$ cat src/rtl/itv_pkg.sv
package itv_pkg;
  typedef logic [2:0] addr_t;

  localparam addr_t ADDR_MODE = 3'd0;
  localparam addr_t ADDR_CCR  = 3'd1;
  localparam addr_t ADDR_CMP  = 3'd2;
  localparam addr_t ADDR_PSC0 = 3'd3;
  localparam addr_t ADDR_PSC1 = 3'd4;
  localparam addr_t ADDR_CNT  = 3'd5;

  localparam logic [1:0] MODE_CLR_ON_MATCH = 2'b11;
  localparam logic [2:0] SEL_MAX_POW       = 3'd5;
endpackage

$ cat src/rtl/itv_regs.sv
module itv_regs
  import itv_pkg::*;
#(
  parameter int CNT_W  = 16,
  parameter int DATA_W = 16
) (
  input  logic              clk_i,
  input  logic              rst_ni,
  input  logic              wr_en_i,
  input  addr_t             wr_addr_i,
  input  logic [DATA_W-1:0] wr_data_i,
  input  addr_t             rd_addr_i,
  output logic [DATA_W-1:0] rd_data_o,
  input  logic [CNT_W-1:0]  cnt_i,
  input  logic              ovf_set_i,
  output logic              run_o,
  output logic [2:0]        sel_o,
  output logic [CNT_W-1:0]  cmp_o,
  output logic              ovf_o
);
  logic [3:1]       mode_q;
  logic [2:0]       ccr_q;
  logic [CNT_W-1:0] cmp_q;
  logic [1:0]       psc0_q;
  logic             psc1_q;
  logic             ovf_q;

  logic wr_mode;
  assign wr_mode = wr_en_i && (wr_addr_i == ADDR_MODE);

  always_ff @(posedge clk_i or negedge rst_ni) begin
    if (!rst_ni) begin
      mode_q <= '0;
      ccr_q  <= '0;
      cmp_q  <= '0;
      psc0_q <= '0;
      psc1_q <= 1'b0;
    end else if (wr_en_i) begin
      unique case (wr_addr_i)
        ADDR_MODE: mode_q <= wr_data_i[3:1];
        ADDR_CCR:  ccr_q  <= wr_data_i[2:0];
        ADDR_CMP:  cmp_q  <= wr_data_i[CNT_W-1:0];
        ADDR_PSC0: psc0_q <= wr_data_i[1:0];
        ADDR_PSC1: psc1_q <= wr_data_i[0];
        default: ;
      endcase
    end
  end

  // wrap wins over a same-cycle software clear
  always_ff @(posedge clk_i or negedge rst_ni) begin
    if (!rst_ni)                     ovf_q <= 1'b0;
    else if (ovf_set_i)              ovf_q <= 1'b1;
    else if (wr_mode && !wr_data_i[0]) ovf_q <= 1'b0;
  end

  assign run_o = (mode_q[3:2] == MODE_CLR_ON_MATCH) && !ccr_q[0];
  assign sel_o = {psc1_q, psc0_q};
  assign cmp_o = cmp_q;
  assign ovf_o = ovf_q;

  always_comb begin
    rd_data_o = '0;
    unique case (rd_addr_i)
      ADDR_MODE: rd_data_o[3:0]       = {mode_q, ovf_q};
      ADDR_CCR:  rd_data_o[2:0]       = ccr_q;
      ADDR_CMP:  rd_data_o[CNT_W-1:0] = cmp_q;
      ADDR_PSC0: rd_data_o[1:0]       = psc0_q;
      ADDR_PSC1: rd_data_o[0]         = psc1_q;
      ADDR_CNT:  rd_data_o[CNT_W-1:0] = cnt_i;
      default:   rd_data_o            = '0;
    endcase
  end
endmodule

$ cat src/rtl/itv_prescaler.sv
module itv_prescaler
  import itv_pkg::*;
#(
  parameter int PSC_W = 8
) (
  input  logic       clk_i,
  input  logic       rst_ni,
  input  logic       run_i,
  input  logic [2:0] sel_i,
  output logic       tick_o
);
  logic [PSC_W-1:0] psc_q;
  logic [PSC_W-1:0] mask;

  // divide 2^(sel+1) for sel<=5, else full 2^PSC_W
  always_comb begin
    for (int b = 0; b < PSC_W; b++) begin
      mask[b] = (sel_i > SEL_MAX_POW) || (b <= int'(sel_i));
    end
  end

  always_ff @(posedge clk_i or negedge rst_ni) begin
    if (!rst_ni)     psc_q <= '0;
    else if (!run_i) psc_q <= '0;
    else             psc_q <= psc_q + 1'b1;
  end

  assign tick_o = run_i && ((psc_q & mask) == mask);
endmodule

$ cat src/rtl/itv_counter.sv
module itv_counter #(
  parameter int CNT_W = 16
) (
  input  logic             clk_i,
  input  logic             rst_ni,
  input  logic             run_i,
  input  logic             tick_i,
  input  logic [CNT_W-1:0] cmp_i,
  output logic [CNT_W-1:0] cnt_o,
  output logic             irq_o,
  output logic             ovf_set_o
);
  logic [CNT_W-1:0] cnt_q;
  logic             irq_q;
  logic             match;

  assign match = (cnt_q == cmp_i);

  always_ff @(posedge clk_i or negedge rst_ni) begin
    if (!rst_ni) begin
      cnt_q <= '0;
      irq_q <= 1'b0;
    end else begin
      irq_q <= run_i && tick_i && match;
      if (!run_i)      cnt_q <= '0;
      else if (tick_i) cnt_q <= match ? '0 : cnt_q + 1'b1;
    end
  end

  assign ovf_set_o = run_i && tick_i && !match && (&cnt_q);
  assign cnt_o     = cnt_q;
  assign irq_o     = irq_q;
endmodule

$ cat src/rtl/itv_timer.sv
module itv_timer
  import itv_pkg::*;
#(
  parameter int CNT_W  = 16,
  parameter int DATA_W = 16,
  parameter int PSC_W  = 8
) (
  input  logic              clk_i,
  input  logic              rst_ni,
  input  logic              wr_en_i,
  input  logic [2:0]        wr_addr_i,
  input  logic [DATA_W-1:0] wr_data_i,
  input  logic [2:0]        rd_addr_i,
  output logic [DATA_W-1:0] rd_data_o,
  output logic              irq_o
);
  logic             run_w;
  logic             tick_w;
  logic [2:0]       sel_w;
  logic [CNT_W-1:0] cmp_w;
  logic [CNT_W-1:0] cnt_w;
  logic             ovf_set_w;
  logic             ovf_w;

  itv_regs #(.CNT_W(CNT_W), .DATA_W(DATA_W)) u_regs (
    .clk_i     (clk_i),
    .rst_ni    (rst_ni),
    .wr_en_i   (wr_en_i),
    .wr_addr_i (wr_addr_i),
    .wr_data_i (wr_data_i),
    .rd_addr_i (rd_addr_i),
    .rd_data_o (rd_data_o),
    .cnt_i     (cnt_w),
    .ovf_set_i (ovf_set_w),
    .run_o     (run_w),
    .sel_o     (sel_w),
    .cmp_o     (cmp_w),
    .ovf_o     (ovf_w)
  );

  itv_prescaler #(.PSC_W(PSC_W)) u_psc (
    .clk_i  (clk_i),
    .rst_ni (rst_ni),
    .run_i  (run_w),
    .sel_i  (sel_w),
    .tick_o (tick_w)
  );

  itv_counter #(.CNT_W(CNT_W)) u_cnt (
    .clk_i     (clk_i),
    .rst_ni    (rst_ni),
    .run_i     (run_w),
    .tick_i    (tick_w),
    .cmp_i     (cmp_w),
    .cnt_o     (cnt_w),
    .irq_o     (irq_o),
    .ovf_set_o (ovf_set_w)
  );
endmodule

$ cat config.mk
export PLATFORM = sky130hd
export DESIGN_NAME = itv_timer
export DESIGN_NICKNAME = d
export VERILOG_FILES = /design/src/rtl/itv_pkg.sv /design/src/rtl/itv_regs.sv /design/src/rtl/itv_prescaler.sv /design/src/rtl/itv_counter.sv /design/src/rtl/itv_timer.sv
export SDC_FILE = /design/constraint.sdc
export NUM_CORES = 1
export LEC_CHECK = 0
export BUFFER_PORTS_ARGS = -buffer_cell sky130_fd_sc_hd__buf_2
export CAP_MARGIN = 20
export CORE_ASPECT_RATIO = 2
export CORE_MARGIN = 4
export CORE_UTILIZATION = 50
export DETAILED_ROUTE_END_ITERATION = 8
export PLACE_DENSITY = 0.71
export SETUP_SLACK_MARGIN = 0.4
export SLEW_MARGIN = 0
export SYNTH_ARGS = -nofsm -noshare
export SYNTH_HDL_FRONTEND = slang
export SYNTH_SLANG_ARGS = --single-unit
$ cat constraint.sdc
create_clock -name clk_i -period 7.79 [get_ports clk_i]
set_clock_uncertainty 0.2 [all_clocks]
set_input_delay 2.337 -clock clk_i [delete_from_list [all_inputs] [get_ports clk_i]]
set_output_delay 2.337 -clock clk_i [all_outputs]
set_load 0.01 [all_outputs]
==> results.txt <==
The run finished with clean final reports. The reg2reg setup slack came out at 4840 ps. The number of instances in the placed design is 371. sky130_fd_sc_hd__dfrtp_1 is the most common cell in the netlist. Buffers inserted to repair hold after CTS numbered 0. The number of hold violations in the final report came out at 0. The mean instance size in the synthesized netlist came out at 10.1 µm². After synthesis, the largest area contributor takes up 43.6% of total cell area. The number of nets handed over by synthesis was 318. The finished layout cell area is 3310 µm². The family of cells with the greatest summed delay on the critical path is simple AND/OR/NAND/NOR gates. The number of global-route vias before repair came out at 2266. Before CTS, the worst setup slack after placement is 1670 ps. Global routing used 19.5% of the available tracks across all layers. Based on the critical path, the design can be clocked at up to 0.163 GHz.

The worst setup path is of the primary input to output port kind. The worst setup slack after layout is 1670 ps. For this design, the slowest cell found on the critical path is sky130_fd_sc_hd__and2_1. The clock transition at the registers of the reported paths came out at 60 ps. The final standard cell utilization of the core is 57.9%.

The number of cell instances on the worst register-to-register path is 5. The total wire length after detailed routing is 6700 µm. The aggregate global routing overflow came out at 0. From synthesis to final layout, the design area changed by 12.9%. Leaving out filler cells and counting taps, the final layout contains 379.

After clock tree synthesis, the setup repair step added 0 buffers. The fraction of layout instances using a drive strength above 1 came out at 26.4%. In this run the core area contains 39 standard-cell rows.

The worst-case clock buffer depth came out at 2. For this run, the leading register cell type out of synthesis is sky130_fd_sc_hd__dfrtp_1. In this run the worst hold path is classified as register to register. The number of max-slew violations in the final report is 0. The initial antenna violation count is 0. The worst setup path is launched from a primary input. The peak supply drop is 220 µV. The area of the die came out at 7220 µm². The I/O pin count is 42. The most numerous cell type found on the critical path is sky130_fd_sc_hd__buf_2. The final number of setup-violating endpoints is 0. The endpoint required time on the critical path is 5250 ps. The sequential fraction of the synthesis area is 43.6%. The first global-routing pass estimated 11100 µm of wire. Setup repair after global routing left no endpoint under its margin. The total CTS buffers came out at 5. After the last flow step, the layout net total stands at 344. In the global route stage, met1 resource usage came out at 21.6%. The clock tree from TritonCTS is yes. The detail route stage leaves a number of antenna-violating nets equal to 0. The cell area after placement is 3110 µm². The detailed router finished its first iteration with 58 violations. The later-pin clock latency in the skew report is 300 ps. The number of synthesized register bits is 51.

The total standard cell area after synthesis came out at 2930 µm². The commonest cells after synthesis are sky130_fd_sc_hd__dfrtp_1, sky130_fd_sc_hd__mux2_2, sky130_fd_sc_hd__nand2_1, sky130_fd_sc_hd__xor2_1, sky130_fd_sc_hd__clkbuf_1. Routability-driven placement finished with a final weighted congestion of 0.835.

The overall die width came out at 62.1 µm. The tree is rooted in a sky130_fd_sc_hd__clkbuf_16. The maximum single-stage delay on the critical path came out at 460 ps. In the post-synthesis netlist, the biggest area contributors are sky130_fd_sc_hd__dfrtp_1, sky130_fd_sc_hd__mux2_2, sky130_fd_sc_hd__xor2_1, sky130_fd_sc_hd__a22o_1, sky130_fd_sc_hd__nand2_1. Tracing the worst setup path back leads to its startpoint at rd_addr_i[2]. The number of enable flip-flop cells after synthesis came out at 0. The total iterations of the first detailed-routing run is 4. Traced cell by cell, the critical path runs through buf_2 > nor2b_1 > and2_1 > nand2_1 > o31ai_1 > buf_2. The number of sinks on the clock net is 51. The met2 track demand over resource in global routing came out at 35.2%. After synthesis, the share of flip-flops with an asynchronous set or reset is 100%.

The combined buffer and inverter count along the critical path came out at 2. The estimated wirelength of the detail-placed design is 4820 µm. met2 is the most crowded layer. The total core area is 5710 µm². The worst hold path cell count is 1.

STA classifies the critical path endpoint as an output port. The transition at the pin with the smallest max-transition slack came out at 892 ps. The met3 capacity usage during global routing came out at 3.95%. Summed over all cells, the static leakage comes to 1.49 nW. The starting utilization of the core area came out at 51.3%. Synthesis instantiated 42 different standard cells from the library. The power density over the cells came out at 214 nW/µm².

The count of unresolved DRC violations after routing is 0. The detailed-route vias per instance is 6.09. The startpoint of the lowest-slack hold path is u_regs.ccr_q[2]$_DFFE_PN0P_. The worst-path maximum fanout is 13.

For the finished layout, the period the worst path requires is 6120 ps. The vertical die dimension is 116 µm. The path with the worst hold slack has its endpoint at u_regs.ccr_q[2]$_DFFE_PN0P_.

The startpoint identified for the worst register-to-register timing path is u_cnt.cnt_o[14]$_DFFE_PN0P_. The overall via count from detail_route is 2307. sky130_fd_sc_hd__dfrtp_1 takes more of the synthesized area than any other cell. Data on the critical path arrives at its endpoint at 3580 ps.

The pin count of the biggest net entering global routing is 52. The antenna cell count came out at 0. The mean routed wirelength per cell is 17.7 µm. The total of cells resized after clock tree synthesis is 0. The worst slew slack as a fraction of its limit is 40.6%. The synthesized instance count came out at 291. The endpoint of the worst register-to-register path is u_cnt.cnt_o[8]$_DFFE_PN0P_.

The count of max-cap constraint violations is 0. The count of filler cells inserted in the layout is 525. Input and output buffers added on the ports amount to 41. The accumulated negative setup slack came out at 0 ps. The number of synthesis warnings is 0. The post-route fraction of the period consumed by the critical path came out at 78.5%.

The clock tree synthesis step divided the H-tree into 2 levels.
worst max-delay path by stage:
stage                          to  cells past startpoint  slack [ps]
floorplan           rd_data_o[10]                      5        1730
global route         rd_data_o[3]                      6        1570
detailed placement   rd_data_o[3]                      6        1670
finish               rd_data_o[3]                      6        1670
CTS                  rd_data_o[3]                      6        1680
global placement     rd_data_o[3]                      6        1720
stage by stage:
stage / total power [W] / hold WS [ps]
global route: 0.000739 / 348
CTS: 0.000715 / 310
floorplan: 0.000391 / 272
finish: 0.000707 / 310
global placement: 0.000426 / 291
detailed placement: 0.000429 / 295
routing by layer:
metal | share of wire (%) | vias up
li1 | - | 1098
met1 | 40 | 1151
met2 | 55 | 43
met3 | 2.9 | 15
met4 | 2.9 | 0
met5 | 0 | -
registers in the layout, indices dropped and copies added (netlist names):
| name | cells |
|---|---|
| u_regs.ovf_o | 1 |
| u_psc.psc_q | 8 |
| u_cnt.irq_o | 1 |
| u_cnt.cnt_o | 16 |
| u_regs.mode_q | 3 |
| u_regs.cmp_o | 16 |
| u_regs.psc0_q | 2 |
| u_regs.ccr_q | 3 |
| u_regs.psc1_q | 1 |
cell families (layout without fill, tap and decap cells):
family                     after synthesis  in the layout  synth area share [%]
muxes                                   29             29                  10.9
xor gates and xnor gates                22             22                  6.58
buffers and inverters                   32             59                  4.87
and+or+nand+nor                         94             94                  16.7
AOI/OAI and AO/OA                       61             61                  16.5
DFF                                     51             51                  43.6
adders and majority gates                2              2                 0.854
final cells by class:
class                      count  area (µm²)  area share (%)
tap                           61        76.3            2.31
multi-input combinational    208        1510            45.7
timing repair buffer          43         220            6.66
clock inverter                 3        67.6            2.04
inverter                       8        30.0           0.908
clock buffer                   5         125            3.78
sequential                    51        1280            38.6
cell usage in the layout (no fill, tap or decap), drive strengths merged, types with 2 or more instances in the layout:
| cell | n |
|---|---|
| clkbuf | 5 |
| nor4 | 6 |
| mux2i | 5 |
| a22oi | 3 |
| a32oi | 8 |
| mux2 | 24 |
| ha | 2 |
| o31ai | 8 |
| nand2b | 6 |
| and3 | 6 |
| buf | 43 |
| and3b | 2 |
| xor2 | 21 |
| o32ai | 2 |
| o21ai | 11 |
| a21oi | 6 |
| o22a | 2 |
| dfrtp | 51 |
| a22o | 14 |
| bufinv | 2 |
| inv | 8 |
| or2 | 3 |
| nor3 | 3 |
| nand2 | 24 |
| nand4 | 3 |
| nand3 | 14 |
| o22ai | 3 |
| nor2 | 14 |
| nor2b | 4 |
| and2 | 6 |
power by group:
group / total, W / leakage (nW) / switching [W] / internal, W
Sequential: 0.000326 / 0.662 / 0.0000305 / 0.000295
Combinational: 0.0000979 / 0.739 / 0.0000486 / 0.0000493
Clock: 0.000284 / 0.0900 / 0.0000997 / 0.000184
Power figures use the tool's default switching activity.
